--- src/rtl/slicer_pkg.sv ---
package slicer_pkg;

    typedef enum logic [1:0] {
        SYM_P1 = 2'b00,
        SYM_P3 = 2'b01,
        SYM_M1 = 2'b10,
        SYM_M3 = 2'b11
    } sym_code_e;

    localparam int QUAL_W   = 6;
    localparam int QUAL_MAX = 31;
    localparam int QUAL_MIN = -32;

    typedef struct packed {
        sym_code_e                 code;
        logic signed [QUAL_W-1:0]  qual;
    } sym_rec_t;

    localparam int REC_W  = $bits(sym_rec_t);
    localparam int WORD_W = 2 * REC_W;

endpackage

--- src/rtl/sym_decider.sv ---
module sym_decider
    import slicer_pkg::*;
#(
    parameter int SW = 12,
    parameter int QS = 2
) (
    input  logic signed [SW-1:0] sample,
    input  logic [3:0][SW-1:0]   refs,
    output sym_rec_t             rec,
    output logic signed [SW:0]   dev
);
    localparam int XW = SW + 1;
    localparam logic signed [XW-1:0] Q_HI = XW'(QUAL_MAX);
    localparam logic signed [XW-1:0] Q_LO = XW'(QUAL_MIN);

    logic signed [XW-1:0] s_x, r_p3, r_p1, r_m1, r_m3;
    logic signed [XW-1:0] t_hi, t_mid, t_lo, r_sel, scaled, q_sat;
    sym_code_e            code;

    always_comb begin
        s_x  = XW'(sample);
        r_p3 = XW'($signed(refs[SYM_P3]));
        r_p1 = XW'($signed(refs[SYM_P1]));
        r_m1 = XW'($signed(refs[SYM_M1]));
        r_m3 = XW'($signed(refs[SYM_M3]));
        t_hi  = (r_p3 + r_p1) >>> 1;
        t_mid = (r_p1 + r_m1) >>> 1;
        t_lo  = (r_m1 + r_m3) >>> 1;
        if (s_x >= t_hi)       code = SYM_P3;
        else if (s_x >= t_mid) code = SYM_P1;
        else if (s_x >= t_lo)  code = SYM_M1;
        else                   code = SYM_M3;
        r_sel  = XW'($signed(refs[code]));
        dev    = s_x - r_sel;
        scaled = dev >>> QS;
        if (scaled > Q_HI)      q_sat = Q_HI;
        else if (scaled < Q_LO) q_sat = Q_LO;
        else                    q_sat = scaled;
        rec.code = code;
        rec.qual = q_sat[QUAL_W-1:0];
    end

endmodule

--- src/rtl/ref_tracker.sv ---
module ref_tracker
    import slicer_pkg::*;
#(
    parameter int SW = 12,
    parameter int TS = 4,
    parameter logic [3:0][SW-1:0] INIT_REFS = '0
) (
    input  logic                 clk,
    input  logic                 rst,
    input  logic                 ld_stb,
    input  logic [3:0][SW-1:0]   ld_lvls,
    input  logic                 upd_en,
    input  logic [1:0]           upd_code,
    input  logic signed [SW:0]   dev,
    output logic [3:0][SW-1:0]   refs
);
    localparam int XW = SW + 1;

    logic signed [XW-1:0] step, nxt;

    always_comb begin
        step = dev >>> TS;
        nxt  = XW'($signed(refs[upd_code])) + step;
    end

    always_ff @(posedge clk) begin
        if (rst) begin
            refs <= INIT_REFS;
        end else if (ld_stb) begin
            refs <= ld_lvls;
        end else if (upd_en) begin
            refs[upd_code] <= nxt[SW-1:0];
        end
    end

    p_load_r4: assert property (@(posedge clk) disable iff (rst)
        ld_stb |=> refs == $past(ld_lvls));

    p_hold_r5: assert property (@(posedge clk) disable iff (rst)
        (!ld_stb && !upd_en) |=> $stable(refs));

    for (genvar k = 0; k < 4; k++) begin : g_chk
        p_others_r6: assert property (@(posedge clk) disable iff (rst)
            (!ld_stb && upd_en && upd_code != 2'(k)) |=> $stable(refs[k]));
    end

endmodule

--- src/rtl/word_packer.sv ---
module word_packer
    import slicer_pkg::*;
(
    input  logic              clk,
    input  logic              rst,
    input  logic              restart,
    input  logic              rec_stb,
    input  sym_rec_t          rec,
    output logic [WORD_W-1:0] word_data,
    output logic              word_vld
);
    logic     phase_q;
    sym_rec_t held_q;

    always_ff @(posedge clk) begin
        if (rst) begin
            phase_q   <= 1'b0;
            held_q    <= '0;
            word_data <= '0;
            word_vld  <= 1'b0;
        end else begin
            word_vld <= 1'b0;
            if (restart) begin
                phase_q <= 1'b0;
            end else if (rec_stb) begin
                if (!phase_q) begin
                    held_q  <= rec;
                    phase_q <= 1'b1;
                end else begin
                    word_data <= {held_q, rec};
                    word_vld  <= 1'b1;
                    phase_q   <= 1'b0;
                end
            end
        end
    end

    p_vld_one_cycle_r8: assert property (@(posedge clk) disable iff (rst)
        word_vld |=> !word_vld);

    p_vld_source_r8: assert property (@(posedge clk) disable iff (rst)
        (rec_stb && phase_q && !restart) |=> word_vld);

    p_restart_phase_r9: assert property (@(posedge clk) disable iff (rst)
        restart |=> (!phase_q && !word_vld));

endmodule

--- src/rtl/symbol_slicer_packer.sv ---
module symbol_slicer_packer
    import slicer_pkg::*;
#(
    parameter int SAMPLE_W    = 12,
    parameter int QUAL_SHIFT  = 2,
    parameter int TRACK_SHIFT = 4,
    parameter int INIT_P3     = 768,
    parameter int INIT_P1     = 256,
    parameter int INIT_M1     = -256,
    parameter int INIT_M3     = -768
) (
    input  logic                       clk,
    input  logic                       rst,
    input  logic                       sym_stb,
    input  logic signed [SAMPLE_W-1:0] sym_level,
    input  logic                       track_en,
    input  logic                       ld_stb,
    input  logic signed [SAMPLE_W-1:0] ld_lvl_p3,
    input  logic signed [SAMPLE_W-1:0] ld_lvl_p1,
    input  logic signed [SAMPLE_W-1:0] ld_lvl_m1,
    input  logic signed [SAMPLE_W-1:0] ld_lvl_m3,
    output logic [WORD_W-1:0]          word_data,
    output logic                       word_vld
);
    localparam int SW = SAMPLE_W;
    localparam logic [3:0][SW-1:0] INIT_REFS =
        {SW'(INIT_M3), SW'(INIT_M1), SW'(INIT_P3), SW'(INIT_P1)};

    logic [3:0][SW-1:0]  refs, ld_lvls;
    sym_rec_t            rec;
    logic signed [SW:0]  dev;
    logic                acc, upd_en;

    assign ld_lvls = {ld_lvl_m3, ld_lvl_m1, ld_lvl_p3, ld_lvl_p1};
    assign acc     = sym_stb && !ld_stb;
    assign upd_en  = acc && track_en;

    sym_decider #(.SW(SW), .QS(QUAL_SHIFT)) u_dec (
        .sample (sym_level),
        .refs   (refs),
        .rec    (rec),
        .dev    (dev)
    );

    ref_tracker #(.SW(SW), .TS(TRACK_SHIFT), .INIT_REFS(INIT_REFS)) u_refs (
        .clk      (clk),
        .rst      (rst),
        .ld_stb   (ld_stb),
        .ld_lvls  (ld_lvls),
        .upd_en   (upd_en),
        .upd_code (rec.code),
        .dev      (dev),
        .refs     (refs)
    );

    word_packer u_pack (
        .clk       (clk),
        .rst       (rst),
        .restart   (ld_stb),
        .rec_stb   (acc),
        .rec       (rec),
        .word_data (word_data),
        .word_vld  (word_vld)
    );

    p_qual_sign_r3: assert property (@(posedge clk) disable iff (rst)
        sym_stb |-> (rec.qual[QUAL_W-1] == dev[SW]));

endmodule

--- config.mk ---
export PLATFORM = sky130hd
export DESIGN_NAME = symbol_slicer_packer
export DESIGN_NICKNAME = d
export VERILOG_FILES = /design/src/rtl/slicer_pkg.sv /design/src/rtl/sym_decider.sv /design/src/rtl/ref_tracker.sv /design/src/rtl/word_packer.sv /design/src/rtl/symbol_slicer_packer.sv
export SDC_FILE = /design/constraint.sdc
export NUM_CORES = 1
export LEC_CHECK = 0
export ABC_AREA = 1
export BUFFER_PORTS_ARGS = -buffer_cell sky130_fd_sc_hd__buf_4
export CELL_PAD_IN_SITES_DETAIL_PLACEMENT = 1
export CELL_PAD_IN_SITES_GLOBAL_PLACEMENT = 2
export CORE_MARGIN = 2
export CORE_UTILIZATION = 34
export DETAILED_ROUTE_END_ITERATION = 16
export GPL_TIMING_DRIVEN = 1
export MAX_ROUTING_LAYER = met4
export PLACE_DENSITY_LB_ADDON = 0.08
export SYNTH_ARGS = -nofsm -noshare
export SYNTH_HDL_FRONTEND = slang
export SYNTH_SLANG_ARGS = --single-unit
--- constraint.sdc ---
create_clock -name clk -period 8.55 [get_ports clk]
set_input_delay 0.855 -clock clk [delete_from_list [all_inputs] [get_ports clk]]
set_output_delay 0.855 -clock clk [all_outputs]
set_load 0.01 [all_outputs]
==> results_dict.tcl <==
set metrics [dict create \
    status "completed" \
    rsz0062_at_grt "no" \
    root_buffer "clkbuf_16" \
    synth.avg_cell_area_sq_um 6.95 \
    worstPathArrival_ps 8190 \
    drv_cap 0 \
    slew_headroom 0.160 \
    h-tree-depth 3 \
    drive_gt1_frac 0.156 \
    cts_buffer_depth 2 \
    wirelength_um 27400 \
    via_per_inst 5.25 \
    synth_cells 1000 \
    syn_nets 1159 \
    dr.pass1.iters 4 \
    rows 52 \
    yosys-top-cells-area "dfxtp_1, ha_1, nand2_1" \
    n_fill_cell 2611 \
    r2r-start "u_refs.refs[12]$_SDFFE_PP0P_" \
    seqCellArea_sq_um 1480 \
    critPathBufInv 7 \
    cts_resized 0 \
    antenna_found_initial 0 \
    gp_congestion 0.893 \
    coreArea_sq_um 20200 \
    worstSetupStartpointType "flop" \
    route.detailed.wl_per_inst_um 20.2 \
    endpoint "u_refs.refs[42]$_SDFFE_PP0P_" \
    timing.rr.end "u_refs.refs[42]$_SDFFE_PP0P_" \
    drt_iter0_drc 409 \
    cp.depth 47 \
    fmax_mhz 126 \
    grt_pass1_vias 7256 \
    crit_path_end_kind "flop" \
    num_io_pins 82 \
    r2r_slack_ps 630 \
    worst_slew_pin_slew_ps 1250 \
    synth_top_area_share 0.213 \
    hold_path.class "flop to flop" \
    multiInputGateArea_sq_um 4780 \
    grt_pass1_wl_um 42100 \
    vias 7102 \
    async_flop_share 0 \
    route.detailed.drc 0 \
    initial_core_util 0.345 \
    grt_max_degree 62 \
    clock_skew_ps 7.23 \
    yosysUniqueCellTypes 52 \
    fp.dieH_um 147 \
    finalCritPeriodShare 0.927 \
    detail-route-antenna-nets 0 \
    hold_viol 0 \
    track_usage 0.265 \
    worstSetupStartpoint "u_refs.refs[12]$_SDFFE_PP0P_" \
    clk_latency_ps 350 \
    ys_seq_area_frac 0.213 \
    critical_path.top_delay_family "compound AO/OA/AOI/OAI gates" \
    critical_path.max_fanout 15 \
    cts_setup_buffers 0 \
    crit_type "flop to flop" \
    io_buffers 81 \
    path_clk_slew_ps 60 \
    cts_sinks 74 \
    setup_tns_ps 0 \
    nNetsFinal 1236 \
    slew_violations 0 \
    fin_crit_ps 7920 \
    max_stage_delay_ps 420 \
    holdBufCountCts 0 \
    synth_enable_flop_cells 0 \
    cts_made_buffers 9 \
    synth-main-ff-cell "dfxtp_1" \
    synth_seq_cells 74 \
    diodes 0 \
    finalSetupViolCount 0 \
    cts_tree "yes" \
    synthToLayoutAreaGrowth_pct 18.0 \
    die-area_sq_um 21600 \
    fp.dieW_um 147 \
    cp_slowest_cell "a221oi_1" \
    required_ps 8820 \
    yosysWarnings 0 \
    r2r_cells 47 \
    syn_area_sq_um 6950 \
    dp_hpwl_um 22100 \
    gr-total-overflow 0 \
    yosys.area.top_type "dfxtp_1" \
]
-- layout make-up --
type | count | area share
tap | 270 | 0.0412
timing repair buffer | 91 | 0.0833
multi-input combinational | 739 | 0.583
clock buffer | 11 | 0.0296
clock inverter | 5 | 0.00778
sequential | 74 | 0.181
inverter | 162 | 0.0744
-- synthesized netlist by cell type (8+ instances only) --
cell type	count
nand2_1	219
a31oi_1	28
nand2_2	18
nand3_1	56
a21oi_1	86
clkbuf_1	24
inv_1	154
nor2_1	43
xor2_1	28
o22ai_1	11
a21o_1	8
o21ai_0	23
a221oi_1	10
nand4_1	16
o21a_1	16
xnor2_1	9
dfxtp_1	74
ha_1	90
-- how the worst min path moves through the flow --
stage / from / to / slack (ps) / depth (start not counted)
2_1_floorplan: u_pack.held_q[7]$_SDFFE_PP0P_ / u_pack.word_data[15]$_SDFFE_PP0P_ / 440 / 2
3_3_place_gp: u_pack.word_data[8]$_SDFFE_PP0P_ / u_pack.word_data[8]$_SDFFE_PP0P_ / 460 / 2
3_5_place_dp: u_pack.word_data[15]$_SDFFE_PP0P_ / u_pack.word_data[15]$_SDFFE_PP0P_ / 460 / 2
4_1_cts: u_pack.word_data[15]$_SDFFE_PP0P_ / u_pack.word_data[15]$_SDFFE_PP0P_ / 470 / 2
5_1_grt: u_pack.word_data[8]$_SDFFE_PP0P_ / u_pack.word_data[8]$_SDFFE_PP0P_ / 490 / 2
6_report: u_pack.word_data[9]$_SDFFE_PP0P_ / u_pack.word_data[9]$_SDFFE_PP0P_ / 470 / 2
-- cells in the final DEF (no fill, tap or decap), drive strengths merged, types with 11 or more instances in the layout --
cell type / count
nand2: 243
inv: 161
buf: 91
ha: 90
a21oi: 88
dfxtp: 74
nand3: 63
nor2: 46
xor2: 31
o21ai: 29
a31oi: 28
nand4: 17
o21a: 16
o22ai: 11
a221oi: 11
clkbuf: 11
-- routing by layer --
metal | part of all wire | global-route usage | vias up
met1 | 0.49 | 0.364 | 3412
met3 | 0.036 | 0.0214 | 25
li1 | - | - | 3509
met5 | 0 | - | -
met4 | 0.015 | 0.0601 | 0
met2 | 0.46 | 0.427 | 156
-- stage by stage --
step                      hold WS [ps]  instances   util  instance area, sq um  setup slack, ps
after floorplan                    438       1000      -                  6950             1960
after global placement             459       1336  0.391                  7880              606
after detailed placement           462       1336  0.391                  7880              504
after CTS                          473       1352  0.406                  8190              474
after global routing               494       1352  0.407                  8200             15.2
final                              470       1352  0.407                  8200              626
-- cells by family (layout without fill, tap and decap cells) --
| family | after synthesis | count (layout) | synth area share |
|---|---|---|---|
| AO/OA/AOI/OAI | 220 | 220 | 0.201 |
| XOR/XNOR | 40 | 40 | 0.0536 |
| adder cells (fa/ha/maj) | 94 | 94 | 0.173 |
| buffers and inverters | 187 | 269 | 0.101 |
| flip-flops | 74 | 74 | 0.213 |
| AND/OR/NAND/NOR | 385 | 385 | 0.257 |
-- flip-flops by register name (all words and copies together), names as in the netlist --
| signal | count |
|---|---|
| u_refs.refs | 48 |
| u_pack.word_data | 16 |
| u_pack.word_vld | 1 |
| u_pack.held_q | 8 |
| u_pack.phase_q | 1 |
-- tightest hold or removal path, stage by stage (launching register included) --
cell and delay, ps:
dfxtp_1 310, nand2_1 60, a21oi_1 50
Power is not shown: default switching activity piles up to over one toggle a cycle in this logic, so the estimate is an artifact.
